===== config.mk =====
export PLATFORM = sky130hd
export DESIGN_NAME = quad_flash_seq
export DESIGN_NICKNAME = d
export VERILOG_FILES = /design/src/rtl/qfs_pkg.sv /design/src/rtl/qfs_decode.sv /design/src/rtl/qfs_rd_buf.sv /design/src/rtl/qfs_seq.sv /design/src/rtl/quad_flash_seq.sv
export SDC_FILE = /design/constraint.sdc
export NUM_CORES = 1
export LEC_CHECK = 0
export ABC_AREA = 1
export BUFFER_PORTS_ARGS = -buffer_cell sky130_fd_sc_hd__buf_2
export CAP_MARGIN = 20
export CORE_MARGIN = 4
export CORE_UTILIZATION = 45
export DETAILED_ROUTE_END_ITERATION = 8
export HOLD_SLACK_MARGIN = 0.08
export PLACE_DENSITY_LB_ADDON = 0.08
export SLEW_MARGIN = 20
export SYNTH_ARGS = -nofsm -noshare
export SYNTH_HDL_FRONTEND = slang
export SYNTH_HIERARCHICAL = 1
export SYNTH_SLANG_ARGS = --single-unit
export TNS_END_PERCENT = 1

===== constraint.sdc =====
create_clock -name clk_i -period 2.3 [get_ports clk_i]
set_input_delay 0.115 -clock clk_i [delete_from_list [all_inputs] [get_ports clk_i]]
set_output_delay 0.115 -clock clk_i [all_outputs]
set_load 0.05 [all_outputs]

===== src/rtl/qfs_pkg.sv =====
package qfs_pkg;
  typedef enum logic [2:0] {
    ST_IDLE, ST_GAP, ST_WREN, ST_CMD, ST_ADDR, ST_DUMMY, ST_DATA
  } seq_st_e;

  localparam logic [7:0] OPC_WREN   = 8'h06;
  localparam logic [7:0] OPC_PROG3  = 8'h02;
  localparam logic [7:0] OPC_PROG4  = 8'h12;
  localparam logic [7:0] OPC_RD_A   = 8'hEB;
  localparam logic [7:0] OPC_RD_B   = 8'h0C;
  localparam logic [7:0] OPC_RD_C   = 8'hEC;

  typedef struct packed {
    logic ok;
    logic prog;
    logic wide;
  } op_info_t;
endpackage


===== src/rtl/qfs_decode.sv =====
module qfs_decode
  import qfs_pkg::*;
#(
  parameter int LEN_W      = 20,
  parameter int PAGE_BYTES = 256
) (
  input  logic [7:0]       opcode_i,
  input  logic             addr4_i,
  input  logic             big_buf_i,
  input  logic [LEN_W-1:0] len_i,
  output op_info_t         info_o
);
  localparam logic [LEN_W-1:0] CAP_S = LEN_W'(PAGE_BYTES);
  localparam logic [LEN_W-1:0] CAP_L = LEN_W'(2 * PAGE_BYTES);

  logic op_known;
  logic [LEN_W-1:0] cap;

  always_comb begin
    op_known = 1'b1;
    info_o   = '0;
    unique case (opcode_i)
      OPC_PROG3: begin info_o.prog = 1'b1; info_o.wide = addr4_i; end
      OPC_PROG4: begin info_o.prog = 1'b1; info_o.wide = 1'b1;    end
      OPC_RD_A:  info_o.wide = addr4_i;
      OPC_RD_B,
      OPC_RD_C:  info_o.wide = 1'b1;
      default:   op_known = 1'b0;
    endcase
    cap       = big_buf_i ? CAP_L : CAP_S;
    info_o.ok = op_known && (len_i != '0) && (!info_o.prog || len_i <= cap);
  end
endmodule


===== src/rtl/qfs_rd_buf.sv =====
module qfs_rd_buf #(
  parameter int W = 8
) (
  input  logic         clk_i,
  input  logic         rst_ni,
  input  logic         push_i,
  input  logic [W-1:0] data_i,
  input  logic         ready_i,
  output logic         valid_o,
  output logic [W-1:0] data_o,
  output logic         full_o
);
  always_ff @(posedge clk_i or negedge rst_ni) begin
    if (!rst_ni) begin
      valid_o <= 1'b0;
      data_o  <= '0;
    end else if (push_i) begin
      valid_o <= 1'b1;
      data_o  <= data_i;
    end else if (ready_i) begin
      valid_o <= 1'b0;
    end
  end

  // slot cannot take a new byte this cycle
  assign full_o = valid_o && !ready_i;
endmodule


===== src/rtl/qfs_seq.sv =====
module qfs_seq
  import qfs_pkg::*;
#(
  parameter int LEN_W = 20,
  parameter int DUM_W = 4,
  parameter int GAP_W = 4
) (
  input  logic             clk_i,
  input  logic             rst_ni,
  input  logic             req_valid_i,
  input  op_info_t         info_i,
  input  logic [7:0]       req_opcode_i,
  input  logic [31:0]      req_addr_i,
  input  logic [LEN_W-1:0] req_len_i,
  input  logic [DUM_W-1:0] cfg_dummy_i,
  input  logic [GAP_W-1:0] cfg_gap_i,
  input  logic             wr_valid_i,
  input  logic [7:0]       wr_data_i,
  input  logic             rd_full_i,
  input  logic [3:0]       io_i,
  output logic             req_ready_o,
  output logic             err_o,
  output logic             done_o,
  output logic             wr_ready_o,
  output logic             rd_push_o,
  output logic [7:0]       rd_byte_o,
  output logic             cs_n_o,
  output logic             sclk_o,
  output logic [3:0]       io_o,
  output logic             oe_o
);
  localparam int CNT_W = (DUM_W > 3) ? DUM_W : 3;

  seq_st_e          st_q;
  logic             prog_q, wide_q, to_cmd_q;
  logic [7:0]       opc_q;
  logic [31:0]      addr_q, sh_q;
  logic [LEN_W-1:0] left_q;
  logic [CNT_W-1:0] nib_q;
  logic [GAP_W-1:0] gap_q;
  logic [3:0]       hi_q;
  logic             unit_end, rd_data_ph, rd_hold;

  assign unit_end    = (nib_q == '0);
  assign rd_data_ph  = (st_q == ST_DATA) && !prog_q;
  assign rd_hold     = rd_data_ph && !sclk_o && unit_end && rd_full_i;
  assign rd_push_o   = rd_data_ph && !sclk_o && unit_end && !rd_full_i;
  assign rd_byte_o   = {hi_q, io_i};
  assign wr_ready_o  = sclk_o && prog_q && unit_end &&
                       ((st_q == ST_ADDR) || (st_q == ST_DATA && left_q != LEN_W'(1)));
  assign req_ready_o = (st_q == ST_IDLE);
  assign io_o        = sh_q[31:28];

  always_ff @(posedge clk_i or negedge rst_ni) begin
    if (!rst_ni) begin
      st_q <= ST_IDLE;  sclk_o <= 1'b0; cs_n_o <= 1'b1; oe_o <= 1'b0;
      done_o <= 1'b0;   err_o <= 1'b0;  prog_q <= 1'b0; wide_q <= 1'b0;
      to_cmd_q <= 1'b0; opc_q <= '0;    addr_q <= '0;   sh_q <= '0;
      left_q <= '0;     nib_q <= '0;    gap_q <= '0;    hi_q <= '0;
    end else begin
      done_o <= 1'b0;
      err_o  <= 1'b0;
      unique case (st_q)
        ST_IDLE: if (req_valid_i) begin
          if (!info_i.ok) begin
            err_o <= 1'b1;
          end else begin
            opc_q  <= req_opcode_i; addr_q <= req_addr_i; left_q <= req_len_i;
            prog_q <= info_i.prog;  wide_q <= info_i.wide;
            cs_n_o <= 1'b0; oe_o <= 1'b1; nib_q <= CNT_W'(1);
            sh_q   <= {(info_i.prog ? OPC_WREN : req_opcode_i), 24'h0};
            st_q   <= info_i.prog ? ST_WREN : ST_CMD;
          end
        end
        ST_GAP: begin
          if (gap_q >= cfg_gap_i) begin
            if (to_cmd_q) begin
              to_cmd_q <= 1'b0; cs_n_o <= 1'b0; oe_o <= 1'b1;
              sh_q <= {opc_q, 24'h0}; nib_q <= CNT_W'(1); st_q <= ST_CMD;
            end else begin
              st_q <= ST_IDLE;
            end
          end else begin
            gap_q <= gap_q + GAP_W'(1);
          end
        end
        default: begin
          if (!sclk_o) begin
            // rising edge: flash samples, read data captured here
            if (!rd_hold) begin
              sclk_o <= 1'b1;
              if (rd_data_ph && !unit_end) hi_q <= io_i;
            end
          end else if (!unit_end) begin
            sclk_o <= 1'b0;
            sh_q   <= sh_q << 4;
            nib_q  <= nib_q - CNT_W'(1);
          end else begin
            unique case (st_q)
              ST_WREN: begin
                to_cmd_q <= 1'b1; cs_n_o <= 1'b1; sclk_o <= 1'b0; oe_o <= 1'b0;
                gap_q <= GAP_W'(1); st_q <= ST_GAP;
              end
              ST_CMD: begin
                sclk_o <= 1'b0; st_q <= ST_ADDR;
                sh_q   <= wide_q ? addr_q : {addr_q[23:0], 8'h0};
                nib_q  <= wide_q ? CNT_W'(7) : CNT_W'(5);
              end
              ST_ADDR: begin
                if (prog_q) begin
                  if (wr_valid_i) begin
                    sclk_o <= 1'b0; sh_q <= {wr_data_i, 24'h0};
                    nib_q <= CNT_W'(1); st_q <= ST_DATA;
                  end
                end else begin
                  sclk_o <= 1'b0; oe_o <= 1'b0;
                  if (cfg_dummy_i != '0) begin
                    st_q  <= ST_DUMMY;
                    nib_q <= CNT_W'(cfg_dummy_i - DUM_W'(1));
                  end else begin
                    st_q  <= ST_DATA;
                    nib_q <= CNT_W'(1);
                  end
                end
              end
              ST_DUMMY: begin
                sclk_o <= 1'b0; st_q <= ST_DATA; nib_q <= CNT_W'(1);
              end
              default: begin
                if (left_q == LEN_W'(1)) begin
                  cs_n_o <= 1'b1; sclk_o <= 1'b0; oe_o <= 1'b0; done_o <= 1'b1;
                  gap_q <= GAP_W'(1); st_q <= ST_GAP;
                end else if (!prog_q || wr_valid_i) begin
                  sclk_o <= 1'b0; nib_q <= CNT_W'(1);
                  left_q <= left_q - LEN_W'(1);
                  if (prog_q) sh_q <= {wr_data_i, 24'h0};
                end
              end
            endcase
          end
        end
      endcase
    end
  end
endmodule


===== src/rtl/quad_flash_seq.sv =====
module quad_flash_seq
  import qfs_pkg::*;
#(
  parameter int LEN_W      = 20,
  parameter int DUM_W      = 4,
  parameter int GAP_W      = 4,
  parameter int PAGE_BYTES = 256
) (
  input  logic             clk_i,
  input  logic             rst_ni,
  input  logic             cfg_addr4_i,
  input  logic             cfg_big_buf_i,
  input  logic [DUM_W-1:0] cfg_dummy_i,
  input  logic [GAP_W-1:0] cfg_gap_i,
  input  logic             req_valid_i,
  output logic             req_ready_o,
  input  logic [7:0]       req_opcode_i,
  input  logic [31:0]      req_addr_i,
  input  logic [LEN_W-1:0] req_len_i,
  output logic             err_o,
  output logic             done_o,
  input  logic             wr_valid_i,
  output logic             wr_ready_o,
  input  logic [7:0]       wr_data_i,
  output logic             rd_valid_o,
  input  logic             rd_ready_i,
  output logic [7:0]       rd_data_o,
  output logic             cs_n_o,
  output logic             sclk_o,
  output logic [3:0]       io_o,
  output logic [3:0]       io_oe_o,
  input  logic [3:0]       io_i
);
  op_info_t   info;
  logic       rd_full, rd_push, oe;
  logic [7:0] rd_byte;

  qfs_decode #(.LEN_W(LEN_W), .PAGE_BYTES(PAGE_BYTES)) u_dec (
    .opcode_i(req_opcode_i), .addr4_i(cfg_addr4_i), .big_buf_i(cfg_big_buf_i),
    .len_i(req_len_i), .info_o(info)
  );

  qfs_seq #(.LEN_W(LEN_W), .DUM_W(DUM_W), .GAP_W(GAP_W)) u_seq (
    .clk_i, .rst_ni, .req_valid_i, .info_i(info), .req_opcode_i, .req_addr_i,
    .req_len_i, .cfg_dummy_i, .cfg_gap_i, .wr_valid_i, .wr_data_i,
    .rd_full_i(rd_full), .io_i, .req_ready_o, .err_o, .done_o, .wr_ready_o,
    .rd_push_o(rd_push), .rd_byte_o(rd_byte), .cs_n_o, .sclk_o, .io_o, .oe_o(oe)
  );

  qfs_rd_buf #(.W(8)) u_rdb (
    .clk_i, .rst_ni, .push_i(rd_push), .data_i(rd_byte), .ready_i(rd_ready_i),
    .valid_o(rd_valid_o), .data_o(rd_data_o), .full_o(rd_full)
  );

  assign io_oe_o = {4{oe}};
endmodule


Word-level counts from Yosys, hierarchy flattened. Cells that the tools add are included.

Word-level logic and storage cells: 225. Register bits: 124. Bits of input ports: 87. Output and inout bits: 23.

$add $sub $neg: 4. Bitwise gates (word level): 5. Reduce and logical (&&, ||, !) cells: 59. $lt $le $gt $ge: 2. Multiplexer cells: 102. Equality and inequality tests: 35.

Operators with widths (number): $mux W32 (12); $mux W20 (7); $pmux W32 S3 (1); $pmux W32 S2 (1); $mux W4 (15); $pmux W20 S2 (1); $mux W1 (39); $mux W3 (8); $pmux W4 S2 (3); $eq A20 B1 Y1 const B (1); $le A20 B20 Y1 (1); $ne A20 B1 Y1 const B (1); $reduce_bool A20 Y1 (1); $sub A20 B1 Y20 const B (1); $ne A6 B6 Y1 const B (3); $reduce_and A9 Y1 (2); $eq A8 B8 Y1 const B (2); $pmux W4 S4 (1); $reduce_and A8 Y1 (2); $ne A7 B7 Y1 const B (2); $reduce_bool A2 Y1 (7); $logic_and A1 B1 Y1 (13); $ne A4 B4 Y1 const B (3); $pmux W1 S2 (6); 39 further kinds (74).

Logic depth before layout (Yosys ltp). Gate-level depths: netlist of run 1.

Depth after elaboration: 9. Gate-level depth with buffers: 18. Depth with buffers taken out: 17.

Hierarchy. The synthesis of run 1 kept the hierarchy.

By module, submodules not included: qfs_seq (times used 1, seq. area each 2879.0 um^2, area each 7164.4 um^2, cells an instance 1036); qfs_rd_buf (times used 1, seq. area each 225.2 um^2, area each 345.3 um^2, cells an instance 39); qfs_decode (times used 1, seq. area each 0.0 um^2, area each 307.8 um^2, cells an instance 65); quad_flash_seq (times used 1, seq. area each 0.0 um^2, area each 30.0 um^2, cells an instance 4).

Worst setup path before layout of run 1. OpenSTA, ideal clock, no wires.

Kind: register to output. From: register u_seq.sclk_o. To: output port wr_ready_o. Path slack: 31 ps. Required time: 2185 ps. Arrival: 2154 ps. Stages on the path, launching flop included: 5. Path buffers: 0. Path through: dfrtp_1 inv_1 nor2_1 inv_1 nor3_1.

Longest elaborated chain between the ends: 3.

RTL lines: from (decl) (line qfs_seq.sv:28) `output logic sclk_o,`; from (signal assigned) (line qfs_seq.sv:56) `st_q <= ST_IDLE; sclk_o <= 1'b0; cs_n_o <= 1'b1; oe_o <= 1'b0;`; from (signal assigned) (line qfs_seq.sv:91) `sclk_o <= 1'b1;`; from (signal assigned) (line qfs_seq.sv:95) `sclk_o <= 1'b0;`; $logic_and A1 B1 Y1 (3 in series) (line qfs_seq.sv:49) `assign wr_ready_o = sclk_o && prog_q && unit_end &&`; to (decl) (line quad_flash_seq.sv:23) `output logic wr_ready_o,`.

No other way between the ends.

==> out/metrics.cfg, run 1 <==
[critical_path]
r2r-start=u_seq/st_q[2]$_DFFE_PN0P_
start_kind=primary input
reg2regPathDepth=11
critPathSlowestCell=dlygate4sd3_1
r2r_end=u_seq/sh_q[1]$_DFFE_PN0P_
arrival_ns=2.56
critPathKind=in2reg
path_buf_inv=5
worstPathRequired_ns=2.66
cp_max_fo=8
slowest_delay_ns=0.54
timing.reg2reg.setup_slack_ns=0.18
cp-end-kind=flip-flop
crit_chain=dlygate4sd3_1 -> buf_2 -> nor2_1 -> nand2_1 -> nor2_2 -> nand2_1 -> nor2_1 -> nor2_1 -> nor2_2 -> buf_4 -> inv_1 -> nand2_2 -> nand3_2 -> nor2_1 -> nand2_1 -> nor2_4 -> clkbuf_16 -> nand3_1 -> nand2_1
crit_family=simple AND/OR/NAND/NOR gates

[routing]
drcViolationCount=0
vias=7801
drt_iter0_markers=628
drt_pass1_iterations=6
ant_nets=0
wl_per_cell_um=14.3
vias_per_cell=5.04
wirelength_mm=22.1

[cts]
insertion_delay_ns=0.42
root_buffer=clkbuf_16
cts_max_level=4
path_clk_slew_ns=0.06
cts_tree=built
cts_sinks=124
numCtsBuffers=17
clk_path_buf_depth=2

[min_path]
min_delay_path_depth=5
worstHoldStart=req_len_i[2]
holdPathEnd=u_seq/left_q[2]$_DFFE_PN0P_
hold_path_class=in2reg

[synth]
async_flop_share_pct=100
ys.flop_type=dfrtp_1
synth_top_cell_by_area=dfrtp_1
synthTopCellsByArea=dfrtp_1, nand2_1, nand3_1, inv_1, nor2_1
syn_area_sq_um=7850
synth-seq-cells=124
syn_nets=1247
synth_edf_count=0
syn_area_per_cell_sq_um=6.86
ys.warnings.count=6
synth.distinct_cells=39
yosysTopAreaCellShare_pct=39.2
yosysSeqAreaShare_pct=39.6
syn_inst=1144

[timing]
finalSetupViolCount=0
setup_tns_ns=0
fin_crit_ns=2.20
period_share_pct=95.8
tightest_slew_ns=0.695
hold_viol=0
setup_ws_ns=0.0957
rsz0062_at_grt=true
slew_viol_final=0
fmax_mhz=454
slew_headroom_pct=53.7
fin_worst_skew_ns=0.00865

[placed_design]
io_buffers=109
pre_cts_slack_ns=0.108
place.gp.congestion=0.928
dp_hpwl_mm=15.0

[grt]
grt_pass1_wl_mm=36.9
grt_use_met2_pct=34.6
antenna_found_initial=0
grt.busiest_layer=met2
grt-ovfl-total=0
met3_usage_pct=3.79
grt_usage_pct=22.9
grt_use_met1_pct=33.6
grt_start_max_net_pins=125
grt_pass1_vias=7454

[power]
clkPwrFrac_pct=22.9
p_sw_share_pct=46.2
combPwrFrac_pct=51.6
p_int_uw=7200
ir_drop_mv=0.696
seqPwrFrac_pct=25.4
leakagePower_uw=0.00533
switching_power_uw=6170
powerDensity_nw_per_um2=1330

[finish]
utilization_pct=58.7
drive_gt1_share_pct=17.3
diodes=0
areaGrowthSynthToFinish_pct=28.5
nNetsFinal=1413

[floorplan]
die_y_um=140
rows=48
start_util_pct=45.7
die_area_sq_um=19600
die_w_um=140
core-area_sq_um=17200
io_pins=110

[outcome]
status=finished, final reports clean

[job]
drv_cap=0

## final cells by class
class / count / area (sq um)
Clock inverter: 14 / 230
Tap cell: 225 / 282
Multi-Input combinational cell: 853 / 4040
Fill cell: 1678 / 7090
Clock buffer: 18 / 439
Sequential cell: 124 / 3110
Inverter: 111 / 422
Timing Repair Buffer: 203 / 1570
## Yosys cell counts (6+ instances only)
cell / count
a21oi_1: 22
a22oi_1: 15
buf_2: 12
buf_4: 14
buf_6: 12
clkbuf_1: 18
dfrtp_1: 123
ha_1: 16
inv_1: 106
nand2_1: 441
nand3_1: 100
nor2_1: 106
nor2_2: 7
nor3_1: 6
o21ai_0: 76
o21ai_1: 12
## kinds of logic (layout without fill, tap and decap cells)
logic type,count (synthesis),in the layout,share of synthesized area [%]
and+or+nand+nor,689,689,36.9
buffers and inverters,167,346,10.0
AOI/OAI and AO/OA,140,140,9.97
DFF,124,124,39.6
adders and majority gates,16,16,2.55
xor gates and xnor gates,4,4,0.446
muxes,4,4,0.574
## how the worst max path moves through the flow
stage	from	end	cells after the start
after floorplan	u_seq/sclk_o$_DFFE_PN0P_	wr_ready_o	4
after global placement	u_seq/st_q[0]$_DFFE_PN0P_	u_seq/sh_q[2]$_DFFE_PN0P_	10
after detailed placement	u_seq/st_q[0]$_DFFE_PN0P_	u_seq/sh_q[18]$_DFFE_PN0P_	10
after CTS	u_seq/nib_q[0]$_DFFE_PN0P_	wr_ready_o	7
after global routing	req_len_i[7]	u_seq/sh_q[18]$_DFFE_PN0P_	19
final	req_len_i[7]	u_seq/sh_q[1]$_DFFE_PN0P_	19
## power by group through the flow
stage | combinational, uW | sequential (uW) | clock, uW
after CTS | 6530 | 3380 | 3120
after detailed placement | 6400 | 3400 | 0
final | 6900 | 3400 | 3070
after floorplan | 4820 | 3330 | 0
after global routing | 7720 | 3490 | 3230
after global placement | 6370 | 3410 | 0
## worst min-delay path, delay by kind of cell
kind / cells / cell delay (ns)
buf+inv: 1 / 0.11
simple gates: 2 / 0.15
compound gates: 2 / 0.12
## repair_timing
action / CTS / global route
setup endpoints to repair: 1 / 46
hold buffers: 65 / 0
cloned: 0 / 3
endpoints found under the hold margin: 191 / 0
resized for setup: 2 / 28
buffers inserted: 0 / 2
pin swaps: 0 / 26
## routing by layer
metal,wire length (um),up-vias
met2,9910,264
met4,302,0
met5,0,-
li1,-,3953
met1,10600,3562
met3,1350,22
## state kept, by name, indices dropped and copies added (netlist names), 4 cells and up
register	flops
u_rdb/data_o	8
u_seq/addr_q	32
u_seq/gap_q	4
u_seq/hi_q	4
u_seq/left_q	20
u_seq/nib_q	4
u_seq/opc_q	8
u_seq/sh_q	32
## cells in the final DEF (no fill, tap or decap), types with 2 or more instances in the layout
master          count
nor2_4              9
buf_12              6
a22oi_1            15
buf_2              97
bufinv_16           5
nand2_2             8
o21ai_0            76
inv_2               5
nor2_1             97
a21oi_2             2
inv_1             104
a21boi_0            2
nor3_1              6
o21a_1              2
xor2_1              4
clkbuf_16          19
buf_4              31
a31oi_1             2
inv_6               5
o21ai_1            12
dlygate4sd3_1      62
nand3_1            96
nand2_1           438
mux2_2              4
nand3_4             3
nand4_1             5
clkinv_4            3
a21oi_1            22
dlymetal6s4s_1      3
or2_2               2
nor2_2             12
ha_1               16
o22ai_1             3
dfrtp_1           122
nand3_2             6
nand3b_1            4
## through the flow
step / instances / instance area, sq um / total power (uW) / hold slack [ns]
finish: 1548 / 10100 / 13400 / 0.112
global route: 1548 / 10100 / 14400 / 0.132
floorplan: 1144 / 7850 / 8150 / -0.181
CTS: 1552 / 9960 / 13000 / 0.0878
global placement: 1455 / 8630 / 9780 / 0.286
detailed placement: 1455 / 8630 / 9800 / 0.291
Power figures use the tool's default switching activity.
==> run 2: changes to the inputs <==
--- a/config.mk
+++ b/config.mk
@@ -16,6 +16,5 @@
 export SLEW_MARGIN = 20
 export SYNTH_ARGS = -nofsm -noshare
 export SYNTH_HDL_FRONTEND = slang
-export SYNTH_HIERARCHICAL = 1
 export SYNTH_SLANG_ARGS = --single-unit
 export TNS_END_PERCENT = 1
==> run 2 against run 1 <==
Against the previous run:
- sequential power down 9.4%
- global-route usage shrank 0.19 points
- die area fell by 5.4%
- routed wire length is 8.5% lower
- non-clock buffer count up 1
- clock power shrank 13%
- critical path type is now reg2out
==> out/metrics.cfg, run 2 <==
[grt]
grt_pass1_vias=6831
antenna_found_initial=0
grt_usage_pct=22.7
grt-ovfl-total=0
grt_start_max_net_pins=82
grt_pass1_wl_mm=33.2

[synth]
synthTopCellsByArea=dfrtp_1, nand2_1, nor2_1, inv_1, o21ai_0
synth_edf_count=0
synth.most_common_cell=nand2_1
synth.distinct_cells=47
syn_nets=1087
ys.flop_type=dfrtp_1
yosys-top-cells-count=nand2_1, dfrtp_1, nor2_1
syn_area_sq_um=7400
ys.warnings.count=0
async_flop_share_pct=100
yosysSeqAreaShare_pct=42.0
syn_area_per_cell_sq_um=7.50
yosysTopAreaCellShare_pct=41.6
syn_inst=987
synth_top_cell_by_area=dfrtp_1
synth-seq-cells=124

[timing]
tightest_slew_ns=0.524
fin_worst_skew_ns=0.0117
setup_tns_ns=0
hold_viol=0
period_share_pct=97.8
fmax_mhz=445
slew_headroom_pct=65.0
finalSetupViolCount=0
slew_viol_final=0
fin_crit_ns=2.25

[critical_path]
cp_max_fo=5
worstPathRequired_ns=2.18
start_kind=flip-flop
cp-end-kind=output port
r2r-start=u_seq.nib_q[0]$_DFFE_PN0P_
r2r_end=u_seq.nib_q[0]$_DFFE_PN0P_
critPathKind=reg2out
timing.reg2reg.setup_slack_ns=0.22
reg2regPathDepth=10
arrival_ns=2.13

[finish]
mostFrequentLayoutCells=nand2_1, dfrtp_1, buf_2
areaGrowthSynthToFinish_pct=28.4
drive_gt1_share_pct=20.2
postLayoutCellArea_sq_um=9500
reg_top3=u_seq.addr_q x32, u_seq.sh_q x32, u_seq.left_q x20
layout_commonest_cell=nand2_1
diodes=0
nNetsFinal=1270

[placed_design]
io_buffers=109
postPlaceCellArea_sq_um=8250
place.gp.congestion=0.911
dp_hpwl_mm=13.9

[job]
drv_cap=0

[power]
combPwrFrac_pct=49.0
seqPwrFrac_pct=27.4
clkPwrFrac_pct=23.6
p_sw_share_pct=44.6
powerDensity_nw_per_um2=1180
p_int_uw=6230
leakagePower_uw=0.00490
ir_drop_mv=0.668
switching_power_uw=5020

[floorplan]
core-area_sq_um=16000
die_area_sq_um=18600
io_pins=110
start_util_pct=46.2
rows=46
die_w_um=136
die_y_um=136

[routing]
ant_nets=0
drt_iter0_markers=456
wirelength_mm=20.2
drt_pass1_iterations=8
wl_per_cell_um=14.5
drcViolationCount=0
vias=6922
vias_per_cell=4.95

[min_path]
holdPathEnd=u_seq.left_q[16]$_DFFE_PN0P_
hold_path_class=in2reg
min_delay_path_depth=5
worstHoldStart=req_len_i[16]

[outcome]
status=finished, final reports clean

[cts]
clk_path_buf_depth=2
cts_tree=built
numCtsBuffers=17
path_clk_slew_ns=0.06
insertion_delay_ns=0.42
root_buffer=clkbuf_16
cts_max_level=4
cts_sinks=124

==> run 2: changes by cell type in the layout (fill, tap and decap cells not counted), moves of 14 or more <==
cell / before / now
nand2_1: 438 / 312
o21ai_2: 1 / 16
mux2i_1: 0 / 14
a22oi_1: 15 / 0
a21oi_1: 22 / 41
nand3_1: 96 / 37
==> run 2: metal layers <==
metal / vias to the layer above / share of wire (%) / GRT usage, %
li1: 3537 / - / -
met1: 3163 / 45 / 29.2
met2: 196 / 49 / 38.6
met3: 26 / 4.6 / 4.52
met4: 0 / 1.6 / 6.83
met5: - / 0 / 0
==> run 2: critical path: stages (launching register included) <==
cell,delay (ns)
dfrtp_1,0.44
or3_1,0.39
nor4_1,0.32
nand4_1,0.21
nand2_1,0.12
inv_1,0.04
clkbuf_4,0.20
==> run 2: timing repair <==
item	CTS	global route
setup buffers	0	1
endpoints found under the setup margin	1	61
pin swaps	0	3
hold buffers	63	0
cloned	0	1
endpoints found under the hold margin	96	0
gates resized for setup	1	4
==> run 2: worst max-delay path by stage <==
stage	endpoint	startpoint	slack, ns	cells after the start
after global placement	u_seq.sh_q[2]$_DFFE_PN0P_	u_seq.st_q[1]$_DFFE_PN0P_	0.1	11
final	wr_ready_o	u_seq.left_q[10]$_DFFE_PN0P_	0.05	6
after detailed placement	u_seq.sh_q[17]$_DFFE_PN0P_	u_seq.gap_q[1]$_DFFE_PN0P_	0.03	11
after floorplan	u_seq.left_q[16]$_DFFE_PN0P_	u_seq.st_q[1]$_DFFE_PN0P_	0.36	7
after global routing	u_seq.left_q[7]$_DFFE_PN0P_	req_len_i[4]	-0.005	13
after CTS	u_seq.sh_q[22]$_DFFE_PN0P_	req_len_i[4]	0.004	13
==> run 2: cell type report <==
class,count,area (sq um)
well taps,216,270
multi-input cells,722,3690
clock buffers,22,464
flip-flops and latches,124,3110
inverters,101,384
clock inverters,10,115
repair buffers,204,1470
fillers,1499,6500
==> run 2: stage by stage <==
step	hold WS [ns]	total power (uW)	worst slack [ns]	utilization (%)	instances
6_report	0.0826	11300	0.0515	59.4	1399
4_1_cts	0.0830	11100	0.00369	59.1	1397
3_3_place_gp	0.100	8330	0.0976	51.6	1302
5_1_grt	0.102	12100	-0.00524	59.4	1399
3_5_place_dp	0.102	8350	0.0262	51.6	1302
2_1_floorplan	-0.181	7030	0.357	-	987
==> run 2: cells by family (layout without fill, tap and decap cells) <==
logic type	after synthesis	count (layout)	synth area share [%]
AND/OR/NAND/NOR	513	514	29.8
AO/OA/AOI/OAI	158	158	12.9
buffers and inverters	142	337	8.40
flip-flops	124	124	42.0
XOR/XNOR	19	19	2.25
multiplexers	18	18	2.50
adder cells (fa/ha/maj)	13	13	2.20
==> run 2: power by group through the flow <==
stage	sequential, uW	clock [uW]	combinational, uW
floorplan	3110	0	3920
global placement	3110	0	5220
detailed placement	3110	0	5240
CTS	3080	2710	5340
global route	3150	2800	6130
finish	3080	2660	5510
